`src/rtl/irq_pkg.sv`:
```
// Shared sizes and register offsets for the interrupt controller.
// Assumes sources 1..NSRC occupy a vector whose bit 0 is unused.
package irq_pkg;
    localparam int NSRC   = 15;
    localparam int SRC_W  = NSRC + 1;
    localparam int LVL_W  = $clog2(SRC_W);
    localparam int OFF_GROUP = 8'h00;
    localparam int OFF_PEND  = 8'h04;
    localparam int OFF_FORCE = 8'h08;
    localparam int OFF_CLEAR = 8'h0C;
    localparam int OFF_MASK  = 8'h40;
endpackage

```
`src/rtl/irq_edge_det.sv`:
```
// Rising-edge detector for the interrupt inputs.
// Assumes the inputs are already synchronous to clk.
module irq_edge_det #(
    parameter int W = 16
) (
    input  logic         clk,
    input  logic         rst_n,
    input  logic [W-1:0] sig_in,
    output logic [W-1:0] rise
);
    logic [W-1:0] prev_q;

    // Remember last cycle's input level.
    always_ff @(posedge clk) begin
        if (!rst_n) prev_q <= '0;
        else        prev_q <= sig_in;
    end

    assign rise = sig_in & ~prev_q;
endmodule

```
`src/rtl/irq_src_bank.sv`:
```
// Per-source state: group, mask, force and pending bits.
// Bit 0 of every vector is tied to 0. Group, mask and force are loaded
// from write data. Pending is set by edges, cleared by the clear register
// and by acknowledges, and cannot be written directly.
module irq_src_bank #(
    parameter int W = 16
) (
    input  logic         clk,
    input  logic         rst_n,
    input  logic [W-1:0] wdata,
    input  logic         grp_wr,
    input  logic         msk_wr,
    input  logic         frc_wr,
    input  logic         clr_wr,
    input  logic [W-1:0] rise,
    input  logic [W-1:0] ack_clr_frc,
    input  logic [W-1:0] ack_clr_pnd,
    output logic [W-1:0] group_q,
    output logic [W-1:0] mask_q,
    output logic [W-1:0] force_q,
    output logic [W-1:0] pend_q
);
    logic unused_bit0;
    assign unused_bit0 = ^{wdata[0], rise[0], ack_clr_frc[0], ack_clr_pnd[0]};

    assign group_q[0] = 1'b0;
    assign mask_q[0]  = 1'b0;
    assign force_q[0] = 1'b0;
    assign pend_q[0]  = 1'b0;

    for (genvar i = 1; i < W; i++) begin : g_src
        // Update the four state bits of source i.
        always_ff @(posedge clk) begin
            if (!rst_n) begin
                group_q[i] <= 1'b0;
                mask_q[i]  <= 1'b0;
                force_q[i] <= 1'b0;
                pend_q[i]  <= 1'b0;
            end else begin
                if (grp_wr) group_q[i] <= wdata[i];
                if (msk_wr) mask_q[i]  <= wdata[i];
                if (frc_wr) force_q[i] <= wdata[i];
                else        force_q[i] <= force_q[i] & ~ack_clr_frc[i];
                pend_q[i] <= (pend_q[i] & ~(clr_wr & wdata[i]) & ~ack_clr_pnd[i])
                             | rise[i];
            end
        end
    end
endmodule

```
`src/rtl/irq_prio_enc.sv`:
```
// Two-group priority encoder with a registered level output.
// The high group (group bit 1) is searched first. Within a group the
// highest index wins. The output is 0 when no bit is active.
module irq_prio_enc #(
    parameter int W     = 16,
    parameter int LVL_W = 4
) (
    input  logic             clk,
    input  logic             rst_n,
    input  logic [W-1:0]     active,
    input  logic [W-1:0]     group,
    output logic [LVL_W-1:0] lvl
);
    function automatic logic [LVL_W-1:0] top_index(input logic [W-1:0] v);
        logic [LVL_W-1:0] r;
        r = '0;
        for (int i = 1; i < W; i++)
            if (v[i]) r = LVL_W'(i);
        return r;
    endfunction

    logic [W-1:0]     hi_set;
    logic [LVL_W-1:0] hi_idx, any_idx, nxt_lvl;

    // Choose the winning level from the high group first, then from all.
    always_comb begin
        hi_set  = active & group;
        hi_idx  = top_index(hi_set);
        any_idx = top_index(active);
        nxt_lvl = (|hi_set) ? hi_idx : any_idx;
    end

    // Register the presented level.
    always_ff @(posedge clk) begin
        if (!rst_n) lvl <= '0;
        else        lvl <= nxt_lvl;
    end
endmodule

```
`src/rtl/irq_prio_ctrl.sv`:
```
// Top of the two-group interrupt controller: bus decode, acknowledge
// handling and read mux. Assumes single-cycle 32-bit accesses and
// interrupt inputs that are synchronous to clk.
module irq_prio_ctrl #(
    parameter int ADDR_W = 8,
    parameter int DATA_W = 32
) (
    input  logic                       clk,
    input  logic                       rst_n,
    input  logic                       bus_sel,
    input  logic                       bus_wr,
    input  logic [ADDR_W-1:0]          bus_addr,
    input  logic [DATA_W-1:0]          bus_wdata,
    output logic [DATA_W-1:0]          bus_rdata,
    input  logic [irq_pkg::SRC_W-1:0]  irq_in,
    input  logic                       ack_valid,
    input  logic [irq_pkg::LVL_W-1:0]  ack_lvl,
    output logic [irq_pkg::LVL_W-1:0]  irq_lvl
);
    import irq_pkg::*;

    logic             wr_en, rd_en;
    logic             grp_wr, msk_wr, frc_wr, clr_wr;
    logic [SRC_W-1:0] rise, group_q, mask_q, force_q, pend_q, act_vec;
    logic [SRC_W-1:0] ack_sel, ack_clr_frc, ack_clr_pnd;
    logic             ack_hit;
    logic             unused_hi;

    assign unused_hi = ^bus_wdata[DATA_W-1:SRC_W];

    // Decode register writes.
    always_comb begin
        wr_en  = bus_sel & bus_wr;
        rd_en  = bus_sel & ~bus_wr;
        grp_wr = wr_en & (bus_addr == ADDR_W'(OFF_GROUP));
        msk_wr = wr_en & (bus_addr == ADDR_W'(OFF_MASK));
        frc_wr = wr_en & (bus_addr == ADDR_W'(OFF_FORCE));
        clr_wr = wr_en & (bus_addr == ADDR_W'(OFF_CLEAR));
    end

    irq_edge_det #(.W(SRC_W)) u_edge (
        .clk(clk), .rst_n(rst_n), .sig_in(irq_in), .rise(rise)
    );

    // Qualify an acknowledge and steer it to force or pending.
    always_comb begin
        act_vec     = (pend_q | force_q) & mask_q;
        ack_hit     = ack_valid & (ack_lvl != '0) & act_vec[ack_lvl];
        ack_sel     = ack_hit ? (SRC_W'(1) << ack_lvl) : '0;
        ack_clr_frc = ack_sel & force_q;
        ack_clr_pnd = ack_sel & ~force_q;
    end

    irq_src_bank #(.W(SRC_W)) u_bank (
        .clk(clk), .rst_n(rst_n), .wdata(bus_wdata[SRC_W-1:0]),
        .grp_wr(grp_wr), .msk_wr(msk_wr), .frc_wr(frc_wr), .clr_wr(clr_wr),
        .rise(rise), .ack_clr_frc(ack_clr_frc), .ack_clr_pnd(ack_clr_pnd),
        .group_q(group_q), .mask_q(mask_q), .force_q(force_q), .pend_q(pend_q)
    );

    irq_prio_enc #(.W(SRC_W), .LVL_W(LVL_W)) u_enc (
        .clk(clk), .rst_n(rst_n), .active(act_vec), .group(group_q), .lvl(irq_lvl)
    );

    // Read mux; clear and unmapped addresses read as zero.
    always_comb begin
        bus_rdata = '0;
        if (rd_en) begin
            case (bus_addr)
                ADDR_W'(OFF_GROUP): bus_rdata = DATA_W'(group_q);
                ADDR_W'(OFF_PEND):  bus_rdata = DATA_W'(pend_q);
                ADDR_W'(OFF_FORCE): bus_rdata = DATA_W'(force_q);
                ADDR_W'(OFF_MASK):  bus_rdata = DATA_W'(mask_q);
                default:            bus_rdata = '0;
            endcase
        end
    end
endmodule

```
`config.mk`:
```
export PLATFORM = sky130hd
export DESIGN_NAME = irq_prio_ctrl
export DESIGN_NICKNAME = d
export VERILOG_FILES = /design/src/rtl/irq_pkg.sv /design/src/rtl/irq_edge_det.sv /design/src/rtl/irq_src_bank.sv /design/src/rtl/irq_prio_enc.sv /design/src/rtl/irq_prio_ctrl.sv
export SDC_FILE = /design/constraint.sdc
export NUM_CORES = 1
export LEC_CHECK = 0
export BUFFER_PORTS_ARGS = -buffer_cell sky130_fd_sc_hd__buf_4
export CAP_MARGIN = 25
export CORE_AREA = 8 8 144 112
export DETAILED_ROUTE_END_ITERATION = 10
export DIE_AREA = 0 0 152 120
export MAX_ROUTING_LAYER = met4
export SETUP_SLACK_MARGIN = 0.15
export SYNTH_ARGS = -nofsm -noshare
export SYNTH_HDL_FRONTEND = slang
export SYNTH_SLANG_ARGS = --single-unit
export TNS_END_PERCENT = 100
```
`constraint.sdc`:
```
create_clock -name clk -period 4.6 [get_ports clk]
set_clock_uncertainty 0.05 [all_clocks]
set_input_delay 0.69 -clock clk [delete_from_list [all_inputs] [get_ports clk]]
set_output_delay 0.69 -clock clk [all_outputs]
set_load 0.02 [all_outputs]
```
Word level (Yosys, flattened, before mapping)
Index checks and enable logic that the tools add are counted.
{"block": "word_totals", "elab_cells": 259, "output_inout_bits": 36, "ram_bits": 0, "reg_bits": 80, "latchBits": 0, "mem_bits_ro": 0, "memories": 0, "input_bits": 65}
{"block": "op_classes", "n_mul": 0, "n_mux": 51, "n_reduce_logical": 3, "n_shift": 1, "bitwise": 137, "order_cmp": 1, "div_mod_pow": 0, "n_eq_ne": 4, "addsub": 0}
{"operator": "AND 16 bit", "n": 5}
{"operator": "AND 1 bit", "n": 68}
{"operator": "2-to-1 mux 4 bit", "n": 17}
{"operator": "one-hot mux 16 bit (4 select lines)", "n": 1}
{"operator": "NOT 1 bit", "n": 46}
{"operator": "2-to-1 mux 16 bit", "n": 2}
{"operator": "NOT 16 bit", "n": 2}
{"operator": "2-to-1 mux 3 bit", "n": 8}
{"operator": "2-to-1 mux 1 bit", "n": 18}
{"operator": "== test 8 x 4 -> 1 bit (second input constant)", "n": 2}
{"operator": "bitwise OR 16 bit", "n": 1}
{"operator": "OR reduction 16 bit", "n": 1}
{"operator": "<< shifter 1 x 4 -> 16 bit (first input constant)", "n": 1}
{"operator": "bitwise OR 1 bit", "n": 15}
{"operator": "== test 8 x 3 -> 1 bit (second input constant)", "n": 1}
{"operator": "== test 8 x 7 -> 1 bit (second input constant)", "n": 1}
{"operator": "logical NOT 8 bit", "n": 1}
{"operator": "2-to-1 mux 2 bit", "n": 4}
{"operator": "< comparator 4 x 5 -> 1 bit (second input constant)", "n": 1}
{"operator": "binary-select mux 1 bit (select 4 bit)", "n": 1}
{"operator": "nonzero test 4 bit", "n": 1}

Logic depth before layout (Yosys ltp)
Gate-level depths: netlist of run 1.
{"block": "logic_depth", "depth_word": 19, "mapped_depth": 9}

Hierarchy
A second synthesis of run 1 with hierarchy kept.
{"block": "hier_totals", "cells_unflattened": 539, "area_unflattened_um2": 4672.0}
{"mod": "irq_src_bank", "area_per_inst_um2": 2451.1, "cells_each": 229, "instances": 1}
{"mod": "irq_prio_ctrl", "area_per_inst_um2": 1219.9, "cells_each": 191, "instances": 1}
{"mod": "irq_edge_det", "area_per_inst_um2": 531.8, "cells_each": 49, "instances": 1}
{"mod": "irq_prio_enc", "area_per_inst_um2": 469.2, "cells_each": 70, "instances": 1}

Worst setup path after synthesis of run 1
OpenSTA, ideal clock, no wires.
{"block": "synth_timing", "path_kind": "input to output", "startpoint": "in bus_addr[3]", "endpoint": "out bus_rdata[10]", "arrival_ps": 2197, "stages": 7, "slack_ps": 1663, "required_time_ps": 3860, "path_cell_list": "nor4_1 > nor2b_1 > and3_1 > buf_1 > buf_2 > a222oi_1 > a21oi_1"}
{"block": "synth_via", "elab_chain_len": 3, "elab_cells_between_ends": 6}
{"item": "start, declared", "line_no": "irq_prio_ctrl.sv:12", "rtl": "input logic [ADDR_W-1:0] bus_addr,"}
{"item": "== test 8 x 7 -> 1 bit, or another cell as far along", "line_no": "irq_prio_ctrl.sv:69", "rtl": "case (bus_addr)"}
{"item": "one-hot mux 16 bit (4 select lines) *", "line_no": "irq_prio_ctrl.sv:69"}
{"item": "2-to-1 mux 16 bit *", "line_no": "irq_prio_ctrl.sv:68", "rtl": "if (rd_en) begin"}
{"item": "end, declared", "line_no": "irq_prio_ctrl.sv:14", "rtl": "output logic [DATA_W-1:0] bus_rdata,"}
Mark *: on every way between the ends. The rest lies on a longest branch, timed or not.

Final worst setup path of run 1
{"block": "layout_timing", "startpoint": "in bus_addr[2]", "endpoint": "out bus_rdata[9]"}
Same word-level chain as after synthesis.

==> reports/metrics.csv, run 1 <==
metric,value,unit
status,"complete, no violations",
Slowest cell on crit path,o41ai_4,
IO Port Bufs,65,
Initial Util,29.0,%
element type at the critical path start,input port,
largest net degree at the start of global routing,42,
"antenna viol nets, final",0,
setup ws final,1280,ps
first-pass GRT wire length,22.6,mm
gr usage total,16.1,%
Resized Gates After CTS,0,
Psw,0.000380,W
setup TNS,0,ps
Combinational Power Share,6.4,%
Syn Area/Cell,8.03,sq um
drt pass-1 iters,7,
Area contributors post-synth,"dfxtp_1 39%, nand2_1 9.3%, a21oi_1 5.8%",
Worst Max-Slew Pin Slew,834,ps
post-synth top area cell,dfxtp_1,
CP Class,in2out,
RSZ-0062 raised after global routing,no,
Worst Path Required,3860,ps
chip width,152,um
leak pwr,1.89,nW
Synth Warn #,0,
crit-path most repeated cell,buf_4,
Post-Route WL,14.3,mm
Min Hold Slack,362,ps
Final Cycle Share,72.2,%
Synth top area share,38.9,%
Slew headroom,44.4,%
clock sinks,79,
Post-Syn Area,0.00407,sq mm
CP Max Fanout,11,
Core Rows,38,
internal power,0.00128,W
FMAX,301,MHz
CP Capture Type,output pin,
Layout area overhead,22.1,%
R2R Setup Slk,2330,ps
Sw Share,22.9,%
Cells after Synth,507,
via count,4113,
Die ar.,0.0182,sq mm
GRT Residual Overflow,0,
I/O pin total,101,
"Top FF cell, synth",dfxtp_1,
Final nets,628,
Post-synth EDFFs,0,
clock latency on the worst-skew pair,350,ps
Post-synth top cells,"101 x nand2_1, 79 x dfxtp_1, 47 x a21oi_1",
setup violators final,0,
CTS clock-pin slew for the worst setup and hold paths,60,ps
Seq pwr share,43.6,%
DP Worst Slack,1280,ps
vias in the first global route,4114,
#FFs+latches synth,79,
final hold vios,0,
Clk pwr share,50.0,%
DRC,0,
vias per inst,5.50,
wire per inst,19.1,um
CTS tree,done,
worst path cell trace,buf_4 > nor3_1 > and3_1 > o41ai_4 > buf_4 > a21oi_1 > buf_4,
initial antenna violation count,0,
CP max stage delay,780,ps
Final Max Slew Viols,0,
Max VDD drop,0.170,mV
H-tree depth,3,
Max-Cap Viols,0,
CORE AREA,0.0140,sq mm
fillcell total,1440,
"Distinct cells, synth",52,
critical path arrival,2580,ps
Final Core Density,35.4,%
Antenna Cells,0,
TritonCTS Buffers,9,
min-delay worst type,reg2reg,
Root Driver,clkbuf_16,
CTS Hold Bufs,0,
die height,120,um
DRT iter0 DRCs,534,
clock buffer depth,2,
GPL Wtd Cong,0.927,
Pwr per Cell Area,334,mW/mm^2
"count leader, synth",nand2_1,
layout cell share with drive strength beyond 1,17.1,%
sequential fraction of the synthesis area,38.9,%
HPWL after detailed placement,10.2,mm
setup bufs post-CTS,0,
crit path time final,3320,ps
asr flop ratio synth,0,%
==> kinds of logic (layout without fill, tap and decap cells) <==
family,after synthesis,count (layout),share of synthesized area (%)
multiplexers,16,16,3.93
AND/OR/NAND/NOR,191,191,21.7
AO/OA/AOI/OAI,157,157,26.7
buffers and inverters,63,108,8.64
flip-flops,79,79,38.9
other,1,17,0.0921
==> routing by layer <==
layer	GRT usage (%)	part of all wire (%)
met4	5.35	1.9
met3	4.81	9.8
met5	-	0
met1	20.6	45
met2	24.1	43
==> flip-flops by register name, summed over array words and instances, names as in the netlist <==
name	flops
u_enc.lvl	4
u_bank.force_q	15
u_bank.pend_q	15
u_bank.mask_q	15
u_edge.prev_q	15
u_bank.group_q	15
==> power groups by stage <==
| stage | Combinational (W) | Sequential [W] | Clock, W |
|---|---|---|---|
| global route | 0.000116 | 0.000725 | 0.000879 |
| global placement | 0.000103 | 0.000735 | 0 |
| floorplan | 0.0000625 | 0.000731 | 0 |
| finish | 0.000106 | 0.000723 | 0.000828 |
| CTS | 0.000106 | 0.000722 | 0.000845 |
| detailed placement | 0.000106 | 0.000737 | 0 |
==> layout by cell type (no fill, tap or decap), types with 9 or more instances in the layout <==
| cell | n |
|---|---|
| mux2i_1 | 16 |
| conb_1 | 17 |
| a222oi_1 | 15 |
| a21oi_1 | 47 |
| nor2_1 | 23 |
| o211ai_1 | 13 |
| clkbuf_16 | 9 |
| nand3_1 | 27 |
| nand2_1 | 101 |
| buf_4 | 73 |
| dfxtp_1 | 79 |
| o21a_1 | 10 |
| inv_1 | 18 |
| o21ai_0 | 32 |
| and3_1 | 10 |
| o2111ai_1 | 11 |
==> critical path, delay by kind of cell <==
family / cells / cell delay, ps
AND/OR/NAND/NOR: 2 / 420
buffers and inverters: 3 / 600
AO/OA/AOI/OAI: 2 / 860
==> worst paths after layout <==
kind,from,end,depth (start not counted)
setup / recovery,bus_addr[2],bus_rdata[9],7
setup reg to reg,u_bank.pend_q[15]$_SDFF_PN0_,u_enc.lvl[0]$_SDFF_PN0_,6
hold / removal,u_edge.prev_q[10]$_SDFF_PN0_,u_bank.pend_q[10]$_SDFF_PN0_,1
hold reg to reg,u_edge.prev_q[10]$_SDFF_PN0_,u_bank.pend_q[10]$_SDFF_PN0_,1
==> layout make-up <==
cell class / count / area [sq um] / share of cell area (%)
Multi-Input combinational cell: 381 / 2200 / 44.2
Sequential cell: 79 / 1580 / 31.8
Timing Repair Buffer: 73 / 548 / 11.0
Clock buffer: 9 / 225 / 4.53
Tap cell: 180 / 225 / 4.53
Clock inverter: 7 / 120 / 2.42
Inverter: 19 / 71.3 / 1.44
==> stage by stage <==
stage,instances,instance area [sq um],power [W]
2_1_floorplan,523,4130,0.000794
3_3_place_gp,732,4620,0.000838
3_5_place_dp,732,4620,0.000843
4_1_cts,748,4970,0.00167
5_1_grt,748,4970,0.00172
6_report,748,4970,0.00166
Note: power is estimated with default switching activity, not from simulation.
==> inputs of run 2 (changes only) <==
Clock period 4.6 ns to 2.82 ns, I/O delays scaled along.
==> run 2 against run 1 <==
Net effect: sequential cell count unchanged; routed wire length down 0.58%; sequential power up 63%; die area unchanged; total power up 59%; via count up 0.53%; clock-buffer cell count up 2; non-clock buffer count up 8.
==> reports/metrics.csv, run 2 (synthesis gave the netlist of run 1 again) <==
metric,value,unit,change
status,"complete, no violations",,
WHS Path Cells,3,,+2
Core Rows,38,,unchanged
CP Max Fanout,17,,+6
critical path arrival,2070,ps,-510 ps
HP Start,irq_in[11],,
CP Class,in2out,,
CP Capture Type,output pin,,
Die ar.,0.0182,sq mm,unchanged
leak pwr,1.93,nW,+1.7%
Worst Max-Slew Pin Slew,785,ps,-48.4 ps
Max VDD drop,0.273,mV,+61%
DRT iter0 DRCs,607,,+14%
Antenna Cells,0,,unchanged
TritonCTS Buffers,9,,unchanged
via count,4135,,+0.53%
R2R depth,6,,unchanged
wire per inst,18.8,um,-1.6%
DRC,0,,unchanged
"antenna viol nets, final",0,,unchanged
gr usage total,15.8,%,-0.33 points
Crit Reg-Reg Endpoint,u_enc.lvl[0]$_SDFF_PN0_,,
"commonest non-fill, non-tap cell in the layout",nand2_1,,
element type at the critical path start,input port,,
Layout area overhead,23.5,%,
crit path time final,2540,ps,
Root Driver,clkbuf_16,,
largest net degree at the start of global routing,42,,unchanged
I/O pin total,101,,unchanged
die height,120,um,unchanged
CTS Hold Bufs,0,,unchanged
first-pass GRT wire length,22.1,mm,-1.9%
Post-Route WL,14.2,mm,-0.58%
setup violators final,0,,unchanged
clock buffer depth,2,,unchanged
worst hold endpoint,u_edge.prev_q[11]$_SDFF_PN0_,,
Final Max Slew Viols,0,,unchanged
vias in the first global route,4092,,-0.53%
Final Cycle Share,90.2,%,
Worst Path Required,2350,ps,-1510 ps
initial antenna violation count,0,,unchanged
R2R Setup Slk,560,ps,-1770 ps
layout cell share with drive strength beyond 1,18.6,%,+1.5 points
Slew headroom,47.1,%,+2.7 points
Initial Util,29.0,%,unchanged
Final nets,636,,+1.3%
FMAX,393,MHz,
GRT Residual Overflow,0,,unchanged
Pwr per Cell Area,525,mW/mm^2,+57%
CTS tree,done,,
CTS clock-pin slew for the worst setup and hold paths,60,ps,about the same
H-tree depth,3,,unchanged
clock sinks,79,,unchanged
Max-Cap Viols,0,,unchanged
HPWL after detailed placement,10.2,mm,-0.38%
setup TNS,0,ps,unchanged
IO Port Bufs,65,,unchanged
CORE AREA,0.0140,sq mm,unchanged
RSZ-0062 raised after global routing,no,,
reg2reg start,u_bank.force_q[14]$_SDFF_PN0_,,
min-delay worst type,in2reg,,
clock latency on the worst-skew pair,340,ps,about the same
Final Core Density,35.9,%,+0.43 points
most frequent cells in the layout,"101 x nand2_1, 80 x buf_4, 79 x dfxtp_1, 47 x a21oi_1, 32 x o21ai_0",,
chip width,152,um,unchanged
final hold vios,0,,unchanged
drt pass-1 iters,6,,-1
GPL Wtd Cong,0.937,,+1.1%
vias per inst,5.47,,-0.53%
[run 2: per-layer routing]
layer,global-route usage [%],routed length [um],vias to the layer above,part of all wire [%]
met5,-,0,-,0
met4,5.17,235,0,1.7
met3,4.67,1150,22,8.1
met2,23.4,6220,218,44
met1,20.4,6630,1950,47
li1,-,-,1945,-
[run 2: critical path, stage by stage]
cell,delay [ps]
buf_4,120
nor3_1,200
nand3b_1,180
nor4_4,250
buf_4,330
a222oi_1,130
a21oi_1,250
buf_4,190
[run 2: how the worst max path moves through the flow]
stage	startpoint	end	slack (ps)	cells past startpoint
after CTS	bus_addr[3]	bus_rdata[9]	270	8
after global placement	bus_addr[3]	bus_rdata[9]	310	8
after detailed placement	bus_addr[3]	u_bank.group_q[8]$_SDFFE_PN0P_	260	9
final	bus_addr[5]	bus_rdata[2]	280	8
after global routing	bus_addr[5]	bus_rdata[2]	140	8
after floorplan	bus_addr[3]	bus_rdata[10]	420	7
[run 2: metrics by stage]
stage | power, W | hold slack [ps] | area, sq um | worst slack, ps | std cells
after CTS | 0.00266 | 218 | 5020 | 270 | 756
after global placement | 0.00137 | 345 | 4680 | 311 | 740
final | 0.00264 | 222 | 5030 | 277 | 756
after global routing | 0.00274 | 214 | 5030 | 136 | 756
after detailed placement | 0.00138 | 353 | 4680 | 262 | 740
after floorplan | 0.00129 | 339 | 4130 | 417 | 523
[run 2: what timing repair did]
| action | in CTS | in global routing |
|---|---|---|
| resized for setup | 0 | 3 |
| buffers inserted | 0 | 0 |
| setup endpoints to repair | 0 | 6 |
[run 2: layout make-up]
type | instances | area (sq um)
inverters | 19 | 71.3
flip-flops and latches | 79 | 1580
fillers | 1449 | 9000
clock inverters | 5 | 80.1
repair buffers | 81 | 612
well taps | 180 | 225
multi-input cells | 381 | 2210
clock buffers | 11 | 253
[run 2: report_power, final]
| group | internal [W] | switching (W) | total [W] |
|---|---|---|---|
| clock network | 0.000821 | 0.000461 | 0.00128 |
| logic | 0.0000706 | 0.000109 | 0.000180 |
| registers | 0.00115 | 0.0000285 | 0.00118 |
| total | 0.00204 | 0.000599 | 0.00264 |
==> inputs of run 3 (changes only) <==
Settings changed: ABC_AREA set to 1, MAX_ROUTING_LAYER met4 to unset, SKIP_CTS_REPAIR_TIMING set to 1.
==> run 3 against run 2 <==
Net effect: sequential power hardly changed; non-clock buffer count is 1 higher; critical path depth is 2 higher; register-to-register slack better by 230 ps; core utilization is 0.089 points higher; critical endpoint is now bus_rdata[5]; highest routed layer unchanged.
==> reports/metrics.csv, run 3 <==
metric,value,unit,change
status,"complete, no violations",,
Cells after Synth,608,,+20%
HP Start,irq_in[12],,
Antenna Cells,0,,unchanged
Pwr Total,0.00252,W,-4.6%
worst path cell trace,buf_4 > or2_4 > nor2_4 > nand2_2 > nor3_4 > buf_4 > buf_4 > nand2_1 > a41oi_1 > buf_4,,
CP max stage delay,280,ps,-50 ps
Area contributors post-synth,"dfxtp_1 39%, nand2_1 14%, o21ai_0 8.5%",,
drt pass-1 iters,5,,-1
CP Max Fanout,4,,-13
Die ar.,0.0182,sq mm,unchanged
Final nets,745,,+17%
Final Core Density,35.9,%,+0.089 points
Seq pwr share,46.5,%,+1.9 points
CORE AREA,0.0140,sq mm,unchanged
GRT Residual Overflow,0,,unchanged
Post-Route WL,13.2,mm,-7.3%
crit-path most repeated cell,buf_4,,
Layout area overhead,24.0,%,
Post-Place Cell Area,0.00473,sq mm,+0.96%
WHS Path Cells,3,,unchanged
Worst Path Required,2350,ps,about the same
FMAX,397,MHz,+0.84%
DRC,0,,unchanged
sequential fraction of the synthesis area,38.9,%,+0.048 points
R2R Setup Slk,790,ps,+230 ps
CTS clock-pin slew for the worst setup and hold paths,60,ps,about the same
most frequent cells in the layout,"154 x nand2_1, 83 x nor2_1, 82 x buf_4, 79 x dfxtp_1, 69 x o21ai_0",,
critical path arrival,2050,ps,-20 ps
HPWL after detailed placement,9.96,mm,-1.9%
Slowest cell on crit path,nor3_4,,
R2R depth,10,,+4
worst hold endpoint,u_edge.prev_q[12]$_SDFF_PN0_,,
clock sinks,79,,unchanged
Final Max Slew Viols,0,,unchanged
initial antenna violation count,0,,unchanged
setup TNS,0,ps,unchanged
Core Rows,38,,unchanged
first-pass GRT wire length,21.3,mm,-3.9%
Post-synth EDFFs,0,,unchanged
leak pwr,2.30,nW,+19%
Initial Util,29.0,%,-0.036 points
via count,4143,,+0.19%
Root Driver,clkbuf_16,,
GPL Wtd Cong,0.942,,+0.56%
RSZ-0062 raised after global routing,no,,
Combinational Power Share,7.9,%,+1.1 points
min-delay worst type,in2reg,,
Pwr per Cell Area,500,mW/mm^2,-4.8%
Clk pwr share,45.7,%,-2.9 points
crit path buf inv count,4,,+1
Final Cycle Share,89.4,%,-0.75 points
element type at the critical path start,input port,,
"Top FF cell, synth",dfxtp_1,,
CP Class,in2out,,
chip width,152,um,unchanged
final hold vios,0,,unchanged
Syn Area/Cell,6.69,sq um,-17%
"commonest non-fill, non-tap cell in the layout",nand2_1,,
non-filler instance count after layout,864,,+14%
H-tree depth,3,,unchanged
Cells after DPL,847,,+14%
CTS tree,done,,
Max VDD drop,0.269,mV,-1.4%
vias per inst,4.80,,-12%
#FFs+latches synth,79,,unchanged
Sw Share,24.3,%,+1.6 points
die height,120,um,unchanged
final instance area,0.00504,sq mm,+0.25%
vias in the first global route,3965,,-3.1%
internal power,0.00191,W,-6.6%
Max-Cap Viols,0,,unchanged
fillcell total,1503,,+3.7%
I/O pin total,101,,unchanged
Psw,0.000611,W,+2.1%
Synth Warn #,0,,unchanged
TritonCTS Buffers,9,,unchanged
"count leader, synth",nand2_1,,
Synth top area share,38.9,%,+0.048 points
reg2reg start,u_bank.pend_q[7]$_SDFF_PN0_,,
crit path time final,2520,ps,-21.1 ps
Post-synth top cells,"154 x nand2_1, 83 x nor2_1, 79 x dfxtp_1",,
asr flop ratio synth,0,%,unchanged
Worst Max-Slew Pin Slew,630,ps,-156 ps
Crit Reg-Reg Endpoint,u_bank.pend_q[1]$_SDFF_PN0_,,
wire per inst,15.3,um,-19%
DRT iter0 DRCs,440,,-28%
clock latency on the worst-skew pair,340,ps,about the same
gr usage total,14.7,%,-1.1 points
Slew headroom,57.9,%,+11 points
"Distinct cells, synth",35,,-33%
layout cell share with drive strength beyond 1,16.1,%,-2.5 points
Post-Syn Area,0.00407,sq mm,-0.12%
CP Capture Type,output pin,,
IO Port Bufs,65,,unchanged
clock buffer depth,2,,unchanged
setup violators final,0,,unchanged
"antenna viol nets, final",0,,unchanged
largest net degree at the start of global routing,52,,+24%
crit-path leading delay family,simple AND/OR/NAND/NOR gates,,
post-synth top area cell,dfxtp_1,,
-- run 3: stage by stage --
stage	worst slack, ps	hold slack (ps)
floorplan	496	349
CTS	170	215
global route	179	226
global placement	171	351
detailed placement	174	355
finish	298	223
-- run 3: worst max-delay path by stage --
stage | from | to | slack (ps) | depth (start not counted)
after floorplan | bus_addr[1] | bus_rdata[4] | 500 | 5
after global placement | bus_addr[6] | bus_rdata[13] | 170 | 9
after detailed placement | bus_addr[6] | bus_rdata[13] | 170 | 9
after CTS | bus_addr[6] | bus_rdata[13] | 170 | 9
after global routing | bus_addr[1] | bus_rdata[2] | 180 | 12
final | bus_addr[1] | bus_rdata[5] | 300 | 10
-- run 3: worst register-to-register path, stage by stage, from the launching register on --
cell and delay, ps:
dfxtp_1 360, nor2_1 60, nor2_1 260, o22ai_1 120, nand2_1 60, nand2_1 40, a211oi_1 440, buf_4 210
nand2_1 110, nor2_1 130, o22ai_1 70
-- run 3: area by class of cell --
| cell class | count | area [sq um] | share of cell area, % |
|---|---|---|---|
| clock buffers | 9 | 225 | 4.47 |
| repair buffers | 82 | 616 | 12.2 |
| well taps | 180 | 225 | 4.47 |
| inverters | 67 | 254 | 5.04 |
| multi-input cells | 441 | 2080 | 41.2 |
| clock inverters | 6 | 61.3 | 1.22 |
| flip-flops and latches | 79 | 1580 | 31.4 |
-- run 3: metal layers --
| metal | vias up | track usage (%) | routed length [um] |
|---|---|---|---|
| met5 | - | 0 | 0 |
| met4 | 0 | 3.92 | 102 |
| li1 | 2114 | - | - |
| met1 | 1879 | 21.2 | 6840 |
| met2 | 141 | 20.6 | 5170 |
| met3 | 9 | 4.42 | 1080 |
-- run 3: power by group through the flow --
stage	sequential [W]	combinational (W)	clock, W
floorplan	0.00119	0.000126	0
global placement	0.00119	0.000196	0
detailed placement	0.00119	0.000196	0
CTS	0.00117	0.000196	0.00117
global route	0.00117	0.000222	0.00121
finish	0.00117	0.000198	0.00115
-- run 3: logic make-up after synthesis --
logic type | Yosys count | synth area share, %
simple gates | 273 | 27.6
compound gates | 151 | 21.7
buf+inv | 104 | 11.7
flops | 79 | 38.9
other cells | 1 | 0.0922
